### src/rtl/sec_ecc_pkg.sv
package sec_ecc_pkg;

  localparam int COL_PAIRS = 3;

  typedef enum logic [2:0] {
    ST_IDLE, ST_WDATA, ST_WSPARE, ST_RLOAD, ST_RCHECK, ST_RSEND
  } sec_state_e;

  typedef enum logic [1:0] {
    SYN_CLEAN, SYN_DATA, SYN_CHECK, SYN_BAD
  } syn_cls_e;

  // Column parity contribution of one byte: pair k splits bit positions by bit k
  function automatic logic [2*COL_PAIRS-1:0] col_term(input logic [7:0] d);
    logic [2*COL_PAIRS-1:0] t;
    t = '0;
    for (int k = 0; k < COL_PAIRS; k++) begin
      for (int j = 0; j < 8; j++) begin
        if (((j >> k) & 1) == 1) t[2*k+1] = t[2*k+1] ^ d[j];
        else                     t[2*k]   = t[2*k]   ^ d[j];
      end
    end
    return t;
  endfunction

endpackage

### src/rtl/sec_ecc_acc.sv
module sec_ecc_acc
  import sec_ecc_pkg::*;
#(
  parameter int AW = 9,
  parameter int CW = 2*AW + 2*COL_PAIRS
) (
  input  logic          clk,
  input  logic          rst_n,
  input  logic          clr,
  input  logic          en,
  input  logic [AW-1:0] idx,
  input  logic [7:0]    din,
  output logic [CW-1:0] code
);

  // Line parity contribution: byte parity lands in lo or hi of each address-bit pair
  function automatic logic [2*AW-1:0] line_term(input logic [AW-1:0] a, input logic p);
    logic [2*AW-1:0] t;
    for (int k = 0; k < AW; k++) begin
      t[2*k]   = p & ~a[k];
      t[2*k+1] = p &  a[k];
    end
    return t;
  endfunction

  logic [CW-1:0] step;
  assign step = {col_term(din), line_term(idx, ^din)};

  always_ff @(posedge clk) begin
    if (!rst_n)    code <= '0;
    else if (clr)  code <= '0;
    else if (en)   code <= code ^ step;
  end


  acc_clear_chk: assert property (@(posedge clk) disable iff (!rst_n)
    (clr && !en) |=> (code == '0));

endmodule

### src/rtl/sec_ecc_syn.sv
module sec_ecc_syn
  import sec_ecc_pkg::*;
#(
  parameter int AW = 9,
  parameter int CW = 2*AW + 2*COL_PAIRS
) (
  input  logic [CW-1:0] calc,
  input  logic [CW-1:0] stored,
  output syn_cls_e      cls,
  output logic [AW-1:0] err_byte,
  output logic [2:0]    err_bit
);

  localparam int PAIRS = CW / 2;

  function automatic logic all_pairs_split(input logic [CW-1:0] s);
    logic r;
    r = 1'b1;
    for (int k = 0; k < PAIRS; k++) r = r & (s[2*k] ^ s[2*k+1]);
    return r;
  endfunction

  logic [CW-1:0] syn;
  logic          split;
  logic          lone;

  assign syn   = calc ^ stored;
  assign split = all_pairs_split(syn);
  assign lone  = ($countones(syn) == 1);

  always_comb begin
    for (int k = 0; k < AW; k++) err_byte[k] = syn[2*k+1];
    for (int k = 0; k < 3; k++)  err_bit[k]  = syn[2*AW+2*k+1];
  end

  always_comb begin
    if (syn == '0)   cls = SYN_CLEAN;
    else if (split)  cls = SYN_DATA;
    else if (lone)   cls = SYN_CHECK;
    else             cls = SYN_BAD;
  end


  always_comb begin
    data_weight_chk: assert (cls != SYN_DATA || $countones(syn) == PAIRS);
  end

endmodule

### src/rtl/sec_ecc_buf.sv
module sec_ecc_buf #(
  parameter int DEPTH = 512,
  parameter int AW    = $clog2(DEPTH)
) (
  input  logic          clk,
  input  logic          we,
  input  logic [AW-1:0] waddr,
  input  logic [7:0]    wdata,
  input  logic [AW-1:0] raddr,
  output logic [7:0]    rdata
);

  logic [7:0] mem [DEPTH];

  always_ff @(posedge clk) begin
    if (we) mem[waddr] <= wdata;
  end

  assign rdata = mem[raddr];

endmodule

### src/rtl/sec_ecc_engine.sv
module sec_ecc_engine
  import sec_ecc_pkg::*;
#(
  parameter int SECT_BYTES  = 512,
  parameter int SPARE_BYTES = 16
) (
  input  logic       clk,
  input  logic       rst_n,
  input  logic       mode_rd,
  input  logic       in_valid,
  output logic       in_ready,
  input  logic [7:0] in_data,
  output logic       out_valid,
  input  logic       out_ready,
  output logic [7:0] out_data,
  output logic       st_ok,
  output logic       st_fixed,
  output logic       st_bad
);

  localparam int AW         = $clog2(SECT_BYTES);
  localparam int CW         = 2*AW + 2*COL_PAIRS;
  localparam int CODE_BYTES = (CW + 7) / 8;
  localparam int TOTAL      = SECT_BYTES + SPARE_BYTES;
  localparam int CNTW       = $clog2(TOTAL);
  localparam logic [CNTW-1:0] LAST_DATA  = CNTW'(SECT_BYTES - 1);
  localparam logic [CNTW-1:0] LAST_SPARE = CNTW'(SPARE_BYTES - 1);
  localparam logic [CNTW-1:0] LAST_ALL   = CNTW'(TOTAL - 1);
  localparam logic [CNTW-1:0] SECT_CNT   = CNTW'(SECT_BYTES);

  sec_state_e            state;
  logic [CNTW-1:0]       cnt;
  logic [CODE_BYTES*8-1:0] stored_q;
  logic [CODE_BYTES*8-1:0] code_pad;
  logic [CW-1:0]         acc_code;
  logic                  fix_data_q, fixed_q;
  logic [AW-1:0]         err_byte_q, err_byte_w;
  logic [2:0]            err_bit_q, err_bit_w;
  syn_cls_e              syn_cls;
  logic [7:0]            rd_byte, spare_byte, flip_mask;

  // named events for assertions
  logic in_fire, out_fire, in_sector, sec_done, spare_done, load_done;
  logic [CNTW-1:0] sidx;

  assign in_fire    = in_valid && in_ready;
  assign out_fire   = out_valid && out_ready;
  assign in_sector  = (cnt < SECT_CNT);
  assign sidx       = cnt - SECT_CNT;
  assign sec_done   = (state == ST_RSEND) && out_fire && (cnt == LAST_DATA);
  assign spare_done = (state == ST_WSPARE) && out_fire && (cnt == LAST_SPARE);
  assign load_done  = (state == ST_RLOAD) && in_fire && (cnt == LAST_ALL);

  sec_ecc_acc #(.AW(AW), .CW(CW)) u_acc (
    .clk  (clk),
    .rst_n(rst_n),
    .clr  (state == ST_IDLE),
    .en   (in_fire && in_sector && (state == ST_WDATA || state == ST_RLOAD)),
    .idx  (cnt[AW-1:0]),
    .din  (in_data),
    .code (acc_code)
  );

  sec_ecc_buf #(.DEPTH(SECT_BYTES), .AW(AW)) u_buf (
    .clk  (clk),
    .we   ((state == ST_RLOAD) && in_fire && in_sector),
    .waddr(cnt[AW-1:0]),
    .wdata(in_data),
    .raddr(cnt[AW-1:0]),
    .rdata(rd_byte)
  );

  sec_ecc_syn #(.AW(AW), .CW(CW)) u_syn (
    .calc    (acc_code),
    .stored  (stored_q[CW-1:0]),
    .cls     (syn_cls),
    .err_byte(err_byte_w),
    .err_bit (err_bit_w)
  );

  always_comb begin
    code_pad = '1;
    code_pad[CW-1:0] = acc_code;
    spare_byte = 8'hFF;
    for (int b = 0; b < CODE_BYTES; b++)
      if (cnt == CNTW'(b)) spare_byte = code_pad[b*8 +: 8];
  end

  assign flip_mask = (fix_data_q && cnt[AW-1:0] == err_byte_q) ? (8'd1 << err_bit_q) : 8'd0;

  always_comb begin
    in_ready  = 1'b0;
    out_valid = 1'b0;
    out_data  = 8'h00;
    case (state)
      ST_WDATA: begin
        in_ready  = out_ready;
        out_valid = in_valid;
        out_data  = in_data;
      end
      ST_WSPARE: begin
        out_valid = 1'b1;
        out_data  = spare_byte;
      end
      ST_RLOAD: in_ready = 1'b1;
      ST_RSEND: begin
        out_valid = 1'b1;
        out_data  = rd_byte ^ flip_mask;
      end
      default: ;
    endcase
  end

  always_ff @(posedge clk) begin
    if (!rst_n) begin
      state      <= ST_IDLE;
      cnt        <= '0;
      stored_q   <= '0;
      fix_data_q <= 1'b0;
      fixed_q    <= 1'b0;
      err_byte_q <= '0;
      err_bit_q  <= '0;
      st_ok      <= 1'b0;
      st_fixed   <= 1'b0;
      st_bad     <= 1'b0;
    end else begin
      st_ok    <= 1'b0;
      st_fixed <= 1'b0;
      st_bad   <= 1'b0;
      case (state)
        ST_IDLE: begin
          cnt      <= '0;
          stored_q <= '0;
          if (in_valid) state <= mode_rd ? ST_RLOAD : ST_WDATA;
        end
        ST_WDATA: if (in_fire) begin
          if (cnt == LAST_DATA) begin
            cnt   <= '0;
            state <= ST_WSPARE;
          end else cnt <= cnt + 1'b1;
        end
        ST_WSPARE: if (out_fire) begin
          if (spare_done) begin
            cnt   <= '0;
            state <= ST_IDLE;
          end else cnt <= cnt + 1'b1;
        end
        ST_RLOAD: if (in_fire) begin
          for (int b = 0; b < CODE_BYTES; b++)
            if (!in_sector && sidx == CNTW'(b)) stored_q[b*8 +: 8] <= in_data;
          if (load_done) begin
            cnt   <= '0;
            state <= ST_RCHECK;
          end else cnt <= cnt + 1'b1;
        end
        ST_RCHECK: begin
          if (syn_cls == SYN_BAD) begin
            st_bad <= 1'b1;
            state  <= ST_IDLE;
          end else begin
            fix_data_q <= (syn_cls == SYN_DATA);
            fixed_q    <= (syn_cls != SYN_CLEAN);
            err_byte_q <= err_byte_w;
            err_bit_q  <= err_bit_w;
            state      <= ST_RSEND;
          end
        end
        ST_RSEND: if (out_fire) begin
          if (sec_done) begin
            st_ok    <= !fixed_q;
            st_fixed <= fixed_q;
            cnt      <= '0;
            state    <= ST_IDLE;
          end else cnt <= cnt + 1'b1;
        end
        default: state <= ST_IDLE;
      endcase
    end
  end


  hold_out_chk: assert property (@(posedge clk) disable iff (!rst_n)
    (out_valid && !out_ready && state != ST_WDATA) |=> (out_valid && $stable(out_data)));


  status_onehot_chk: assert property (@(posedge clk) disable iff (!rst_n)
    $onehot0({st_ok, st_fixed, st_bad}));


  status_after_last_chk: assert property (@(posedge clk) disable iff (!rst_n)
    (st_ok || st_fixed) |-> $past(sec_done));


  bad_no_data_chk: assert property (@(posedge clk) disable iff (!rst_n)
    (state == ST_RCHECK && syn_cls == SYN_BAD) |=> (st_bad && !out_valid));


  load_then_check_chk: assert property (@(posedge clk) disable iff (!rst_n)
    load_done |=> (state == ST_RCHECK && !out_valid));


  spare_len_chk: assert property (@(posedge clk) disable iff (!rst_n)
    spare_done |=> (state == ST_IDLE && !out_valid));

endmodule

### config.mk
export PLATFORM = sky130hd
export DESIGN_NAME = sec_ecc_engine
export DESIGN_NICKNAME = d
export VERILOG_FILES = /design/src/rtl/sec_ecc_pkg.sv /design/src/rtl/sec_ecc_acc.sv /design/src/rtl/sec_ecc_syn.sv /design/src/rtl/sec_ecc_buf.sv /design/src/rtl/sec_ecc_engine.sv
export SDC_FILE = /design/constraint.sdc
export NUM_CORES = 2
export LEC_CHECK = 0
export BUFFER_PORTS_ARGS = -buffer_cell sky130_fd_sc_hd__clkbuf_2
export CAP_MARGIN = 20
export CORE_MARGIN = 2
export CORE_UTILIZATION = 40
export CTS_CLUSTER_DIAMETER = 120
export DETAILED_ROUTE_END_ITERATION = 8
export PLACE_DENSITY_LB_ADDON = 0.15
export REMOVE_ABC_BUFFERS = 1
export SLEW_MARGIN = 30
export SYNTH_ARGS = -nofsm -noshare
export SYNTH_HDL_FRONTEND = slang
export SYNTH_HIERARCHICAL = 1
export SYNTH_SLANG_ARGS = --single-unit
### constraint.sdc
create_clock -name clk -period 7.1 [get_ports clk]
set_input_delay 1.065 -clock clk [delete_from_list [all_inputs] [get_ports clk]]
set_output_delay 1.065 -clock clk [all_outputs]
set_load 0.01 [all_outputs]
=== Word level (Yosys, flattened, before mapping) ===
Memories as Yosys holds them, arrays and structs flattened. A register that Yosys moved wholly into a read port is not among the register bits.
Index checks and enable logic that the tools add are counted.

* Bits in registers: 78
* Latch bits: 0
* Memory bits (writable): 4,096
* Bits in read-only memories: 0
* Input bits: 13
* Output and inout bits: 13
* Word-level logic and storage cells: 218
* Memories: 1

{| class="wikitable"
|+ Memory list
! memory !! words !! width !! rd ports !! clocked after memory_dff !! wr ports !! RTL line !! source
|-
| u_buf.mem || 512 || 8 || 1 || 1 || 1 || sec_ecc_buf.sv:13 || <nowiki>logic [7:0] mem [DEPTH];</nowiki>
|}

* Add/subtract/negate cells: 25
* Multiply operators: 0
* Divide/modulo/power cells: 0
* Order comparisons: 1
* Eq/ne operators: 28
* Shift operators: 1
* Mux-type cells: 41
* Bitwise gates (word level): 72
* Reductions and logical operators: 36

{| class="wikitable"
|+ Operator list
! kind !! count
|-
| $add A32 B32 Y32 || 11
|-
| $mux W10 || 8
|-
| $mux W8 || 7
|-
| $pmux W10 S5 || 1
|-
| $pmux W24 S2 || 1
|-
| $xor A24 B24 Y24 || 2
|-
| $eq A32 B2 Y1 const B || 1
|-
| $mux W3 || 10
|-
| $and A1 B1 Y1 || 29
|-
| $xor A1 B1 Y1 || 29
|-
| $add A1 B1 Y2 || 12
|-
| $logic_not A24 Y1 || 1
|-
| $mux W24 || 1
|-
| $pmux W8 S3 || 1
|-
| $eq A10 B1 Y1 const B || 2
|-
| $eq A10 B2 Y1 const B || 2
|-
| $logic_not A10 Y1 || 2
|-
| $mux W9 || 2
|-
| $pmux W3 S6 || 1
|-
| $ne A2 B2 Y1 const B || 8
|-
| $logic_and A1 B1 Y1 || 15
|-
| $not A1 Y1 || 11
|-
| $add A10 B1 Y10 const B || 1
|-
| $eq A10 B10 Y1 const B || 1
|-
| other kinds (28) || 45
|}

=== Logic depth before layout (Yosys ltp) ===
* Depth after elaboration: 18
* Depth in mapped cells: 20

=== Modules after synthesis ===
Netlist, hierarchy kept.

{| class="wikitable"
|+ Modules (own cells, without submodules)
! module !! times used !! cells each !! area an instance (µm²) !! sequential area each (µm²)
|-
| sec_ecc_buf || 1 || 8,022 || 159,767.0 || 122,998.0
|-
| sec_ecc_engine || 1 || 426 || 3,083.0 || 1,081.0
|-
| sec_ecc_syn || 1 || 134 || 1,204.9 || 0.0
|-
| sec_ecc_acc || 1 || 131 || 1,178.6 || 480.5
|}

=== Least setup slack after synthesis ===
No wires, ideal clock.

* Kind: reg-to-reg
* Start point: register u_acc.code[17]
* End point: register err_bit_q[0]
* Library setup time: 0.070 ns
* Arrival: 5.001 ns
* Data required time: 7.030 ns
* Path slack: 2.029 ns
* Stages on the path, launching flop included: 21
* Buffers on the path: 1
* Period minus slack after synthesis: 5.071 ns
* Cell sequence: dfxtp_1 xnor2_1 inv_1 fa_1 ha_1 ha_1 inv_1 fa_1 fa_1 inv_1 fa_1 ha_1 inv_1 fa_1 a211oi_1 mux2_1 a41oi_2 a21oi_1 clkbuf_1 nand2_1 a21oi_1

* Cells in the longest elaborated chain, start to end: 12
* Elaborated cells between the ends (all ways): 18
* Classes of those cells: add/sub: 4; eq/ne: 2; mux: 3; bitwise: 7; reduce/logical: 2

{| class="wikitable"
|+ Ends and longest elaborated chain
! element !! RTL line !! source
|-
| start: declaration || sec_ecc_acc.sv:13 || <nowiki>output logic [CW-1:0] code</nowiki>
|-
| start signal: assignment || sec_ecc_acc.sv:32 || <nowiki>else if (en) code <= code ^ step;</nowiki>
|-
| $xor A24 B24 Y24 (*) || sec_ecc_syn.sv:27 || <nowiki>assign syn = calc ^ stored;</nowiki>
|-
| named net err_byte_w[8] || sec_ecc_engine.sv:37 || <nowiki>logic [AW-1:0] err_byte_q, err_byte_w;</nowiki>
|-
| $add A1 B1 Y2 (not written as such) || sec_ecc_syn.sv:29 || <nowiki>assign lone = ($countones(syn) == 1);</nowiki>
|-
| $add A32 B32 Y32 (not written as such) (3 in a row) || sec_ecc_syn.sv:29 ||
|-
| $eq A32 B2 Y1 || sec_ecc_syn.sv:29 ||
|-
| $mux W1 || sec_ecc_syn.sv:39 || <nowiki>else if (lone) cls = SYN_CHECK;</nowiki>
|-
| $mux W2 || sec_ecc_syn.sv:38 || <nowiki>else if (split) cls = SYN_DATA;</nowiki>
|-
| $mux W2 (*) || sec_ecc_syn.sv:37 || <nowiki>if (syn == '0) cls = SYN_CLEAN;</nowiki>
|-
| named net syn_cls[0] || sec_ecc_engine.sv:39 || <nowiki>syn_cls_e syn_cls;</nowiki>
|-
| $eq A2 B2 Y1 (*) || sec_ecc_engine.sv:157 || <nowiki>if (syn_cls == SYN_BAD) begin</nowiki>
|-
| $not A1 Y1 (no line) (*) || - ||
|-
| $reduce_and A2 Y1 (no line) (*) || - ||
|-
| end signal: assignment || sec_ecc_engine.sv:164 || <nowiki>err_bit_q <= err_bit_w;</nowiki>
|-
| end: declaration || sec_ecc_engine.sv:38 || <nowiki>logic [2:0] err_bit_q, err_bit_w;</nowiki>
|}

The timed path passes the listed nets; every way through them passes the cells marked *.
A chain may end at the register's enable or synchronous reset.

=== Worst setup path in the final report ===
* Start point: register cnt[1]
* End point: output out_data[1]

* Cells in the longest elaborated chain, start to end: 5
* Elaborated cells between the ends (all ways): 11
* Classes of those cells: eq/ne: 3; mux: 5; bitwise: 1; reduce/logical: 2

{| class="wikitable"
|+ Ends and longest elaborated chain
! element !! RTL line !! source
|-
| start: declaration || sec_ecc_engine.sv:32 || <nowiki>logic [CNTW-1:0] cnt;</nowiki>
|-
| start signal: assignment || sec_ecc_engine.sv:140 || <nowiki>end else cnt <= cnt + 1'b1;</nowiki>
|-
| start signal: assignment || sec_ecc_engine.sv:146 || <nowiki>end else cnt <= cnt + 1'b1;</nowiki>
|-
| start signal: assignment || sec_ecc_engine.sv:154 || <nowiki>end else cnt <= cnt + 1'b1;</nowiki>
|-
| $logic_not A10 Y1 / $eq A9 B9 Y1 (equally long branches) || sec_ecc_engine.sv:86, sec_ecc_engine.sv:89 ||
|-
| $mux W8 / $logic_and A1 B1 Y1 (equally long branches) || sec_ecc_engine.sv:86, sec_ecc_engine.sv:89 ||
|-
| $mux W8, on equally long branches || sec_ecc_engine.sv:86, sec_ecc_engine.sv:89 ||
|-
| $mux W8 / $xor A8 B8 Y8 (equally long branches) || sec_ecc_engine.sv:86, sec_ecc_engine.sv:108 ||
|-
| $pmux W8 S3 (*) || sec_ecc_engine.sv:95 || <nowiki>case (state)</nowiki>
|-
| end: declaration || sec_ecc_engine.sv:15 || <nowiki>output logic [7:0] out_data,</nowiki>
|}

Mark *: on every way between the ends. The rest lies on a longest branch, timed or not.

==> flow_metrics.tcl <==
set metrics [dict create \
    use_met2_pct 34.6 \
    vias_per_cell 5.88 \
    cts_buffer_depth 4 \
    grt_pass1_vias 85666 \
    status "finished, final reports clean" \
    wl_mm 463 \
    io_buffers 25 \
    post-route-period-util_pct 100 \
    fmaxAchievable_mhz 141 \
    total_power_mw 53.3 \
    htreeDepth 5 \
    end_kind "primary output" \
    synth_top_area_cell "edfxtp_1" \
    gr-usage-met1_pct 31.8 \
    hp-class "reg2reg" \
    postCtsHoldBufs 0 \
    drive_above_1_share_pct 17.8 \
    grt_max_degree 187 \
    finalCriticalPeriod_ps 7100 \
    cts_made_buffers 427 \
    grtUsageTotal_pct 21.8 \
    vdd_ir_drop_max_mv 0.209 \
    required_ps 6030 \
    start_util_pct 40.1 \
    setup_viol 0 \
    async_flop_share_pct 0 \
    hpwl_mm 283 \
    rsz0062_at_grt "false" \
    clock_sink_count 4174 \
    cts_root_buf "clkbuf_16" \
    fin_tns_setup_ps 0 \
    area_delta_synth_final_pct 12.9 \
    synth_top_cell_area_share_pct 74.4 \
    power-per-cell-area_nw_per_um2 286 \
    final_area_um2 187000 \
    clk_pin_slew_ps 60 \
    wl_per_cell_um 31.4 \
    criticalPathCategory "reg2out" \
    drt_first_iter_violations 10005 \
    final_nets 8967 \
    tritoncts "yes" \
    fp.dieH_um 647 \
    dpl_cell_area_um2 172000 \
    ys_top_cells_by_area "edfxtp_1, mux4_2, mux2i_1" \
    synth_common_cells "edfxtp_1, mux2i_1, mux4_2, nor2_1, o221ai_1" \
    die_w_um 647 \
    clock_latency_ps 990 \
    cp_max_fo 32 \
    ant_nets 0 \
    rows 236 \
    synth_area_per_cell_um2 19.0 \
    skew_ps 44.1 \
    grt_antenna_before_repair 19 \
    post-route-util_pct 45.3 \
    die_area_um2 418000 \
    io_pins 26 \
    power_leakage_nw 54.8 \
    drv_slew 0 \
    synth_edf_count 4096 \
    vias 86588 \
    core_area_um2 412000 \
    hold_violations 0 \
    dpl.cell_count 13941 \
    overflow 0 \
    yosysUniqueCellTypes 73 \
    place_congestion 0.858 \
    syn-instance-count 8713 \
    ys_ff_latch 4174 \
    ys_seq_area_share_pct 75.4 \
    grt_use_met3_pct 3.04 \
    first_pass_iters 6 \
    finalNonFillerCells 14732 \
    synth.most_common_cell "edfxtp_1" \
    cp-start-kind "register" \
    tightest_slew_ps 1190 \
    top_usage_layer "met2" \
    relSlewSlack_pct 20.5 \
    grt_pass1_wl_mm 657 \
    fill_cells 35040 \
    drc 0 \
    synth_flop_cell "edfxtp_1" \
    maxCapViolations 0 \
    syn-cell-area_um2 165000 \
    arrival_ps 6030 \
    yosysWarnings 6 \
]
[area by class of cell]
class                      instances  area [um2]  share of cell area, %
clock buffer                     507       11300                   6.04
tap                             5474        6850                   3.67
antenna                            3        7.51                0.00402
timing repair buffer             309        3120                   1.67
sequential                      4174      125000                   66.8
multi-input combinational       3921       37600                   20.2
inverter                          71         275                  0.148
clock inverter                   273        2840                   1.52
[per-stage QoR]
stage / hold slack [ps] / setup slack (ps)
6_report: 466 / 1.92
5_1_grt: 441 / 1.31
4_1_cts: 401 / 17.9
3_5_place_dp: 457 / 510
3_3_place_gp: 450 / 371
2_1_floorplan: 399 / -63840
[kinds of logic (layout without fill, tap and decap cells)]
| family | after synthesis | count (layout) | synth area share [%] |
|---|---|---|---|
| AND/OR/NAND/NOR | 1224 | 1225 | 3.27 |
| AO/OA/AOI/OAI | 1125 | 1125 | 4.72 |
| flip-flops | 4174 | 4174 | 75.4 |
| multiplexers | 1463 | 1463 | 13.8 |
| adder cells (fa/ha/maj) | 50 | 50 | 0.456 |
| buffers and inverters | 619 | 1160 | 2.04 |
| other | 0 | 3 | 0 |
| XOR/XNOR | 58 | 58 | 0.312 |
[layout by cell type (no fill, tap or decap), types with 69 or more instances in the layout]
cell type	count
dfxtp_1	69
o21ai_0	146
nor2_1	620
a21oi_1	246
edfxtp_1	4096
clkinv_1	101
mux4_2	654
o221ai_1	370
buf_4	219
clkinv_2	81
mux2i_1	808
inv_1	69
o22ai_1	177
clkbuf_16	440
nand2_1	197
nor3_1	115
[flip-flops by register name, indices dropped and copies added (netlist names), 3 cells and up]
name,flops
err_byte_q,9
u_acc/code,24
u_buf/mem,4096
state,3
stored_q,24
cnt,10
err_bit_q,3
[report_power, final]
part / leakage (nW) / internal [mW] / total [mW] / switching, mW
clock: 6.89 / 13.3 / 22.7 / 9.40
sequential: 37.4 / 27.1 / 27.1 / 0.0241
combinational: 10.5 / 1.31 / 3.52 / 2.20
[critical path, cell delays in order (launching register included)]
cell,delay [ps]
dfxtp_4,490
or2_4,510
buf_12,250
o221ai_1,560
a21oi_1,180
nor4_1,850
nand2_1,110
nor3_1,670
o2111a_1,590
nand3_1,110
o21ai_0,110
nand2_1,80
o211ai_1,240
clkbuf_2,220
[per-layer routing]
metal,wire [um],vias to the layer above
li1,-,36196
met1,203000,46505
met2,218000,3330
met3,30700,549
met4,11300,8
met5,62,-
[final timing paths]
path / slack, ps / cells after the start / to / startpoint
max: 2 / 13 / out_data[1] / cnt[1]
min: 470 / 2 / stored_q[6] / stored_q[6]
max reg2reg: 1460 / 19 / state[0] / u_acc/code[19]
min reg2reg: 470 / 2 / stored_q[6] / stored_q[6]
[what timing repair did]
item | in CTS | in global routing
buffers inserted | 6 | 0
gates cloned | 1 | 0
resized for setup | 3 | 2
setup endpoints to repair | 7 | 2
Power figures use the tool's default switching activity.
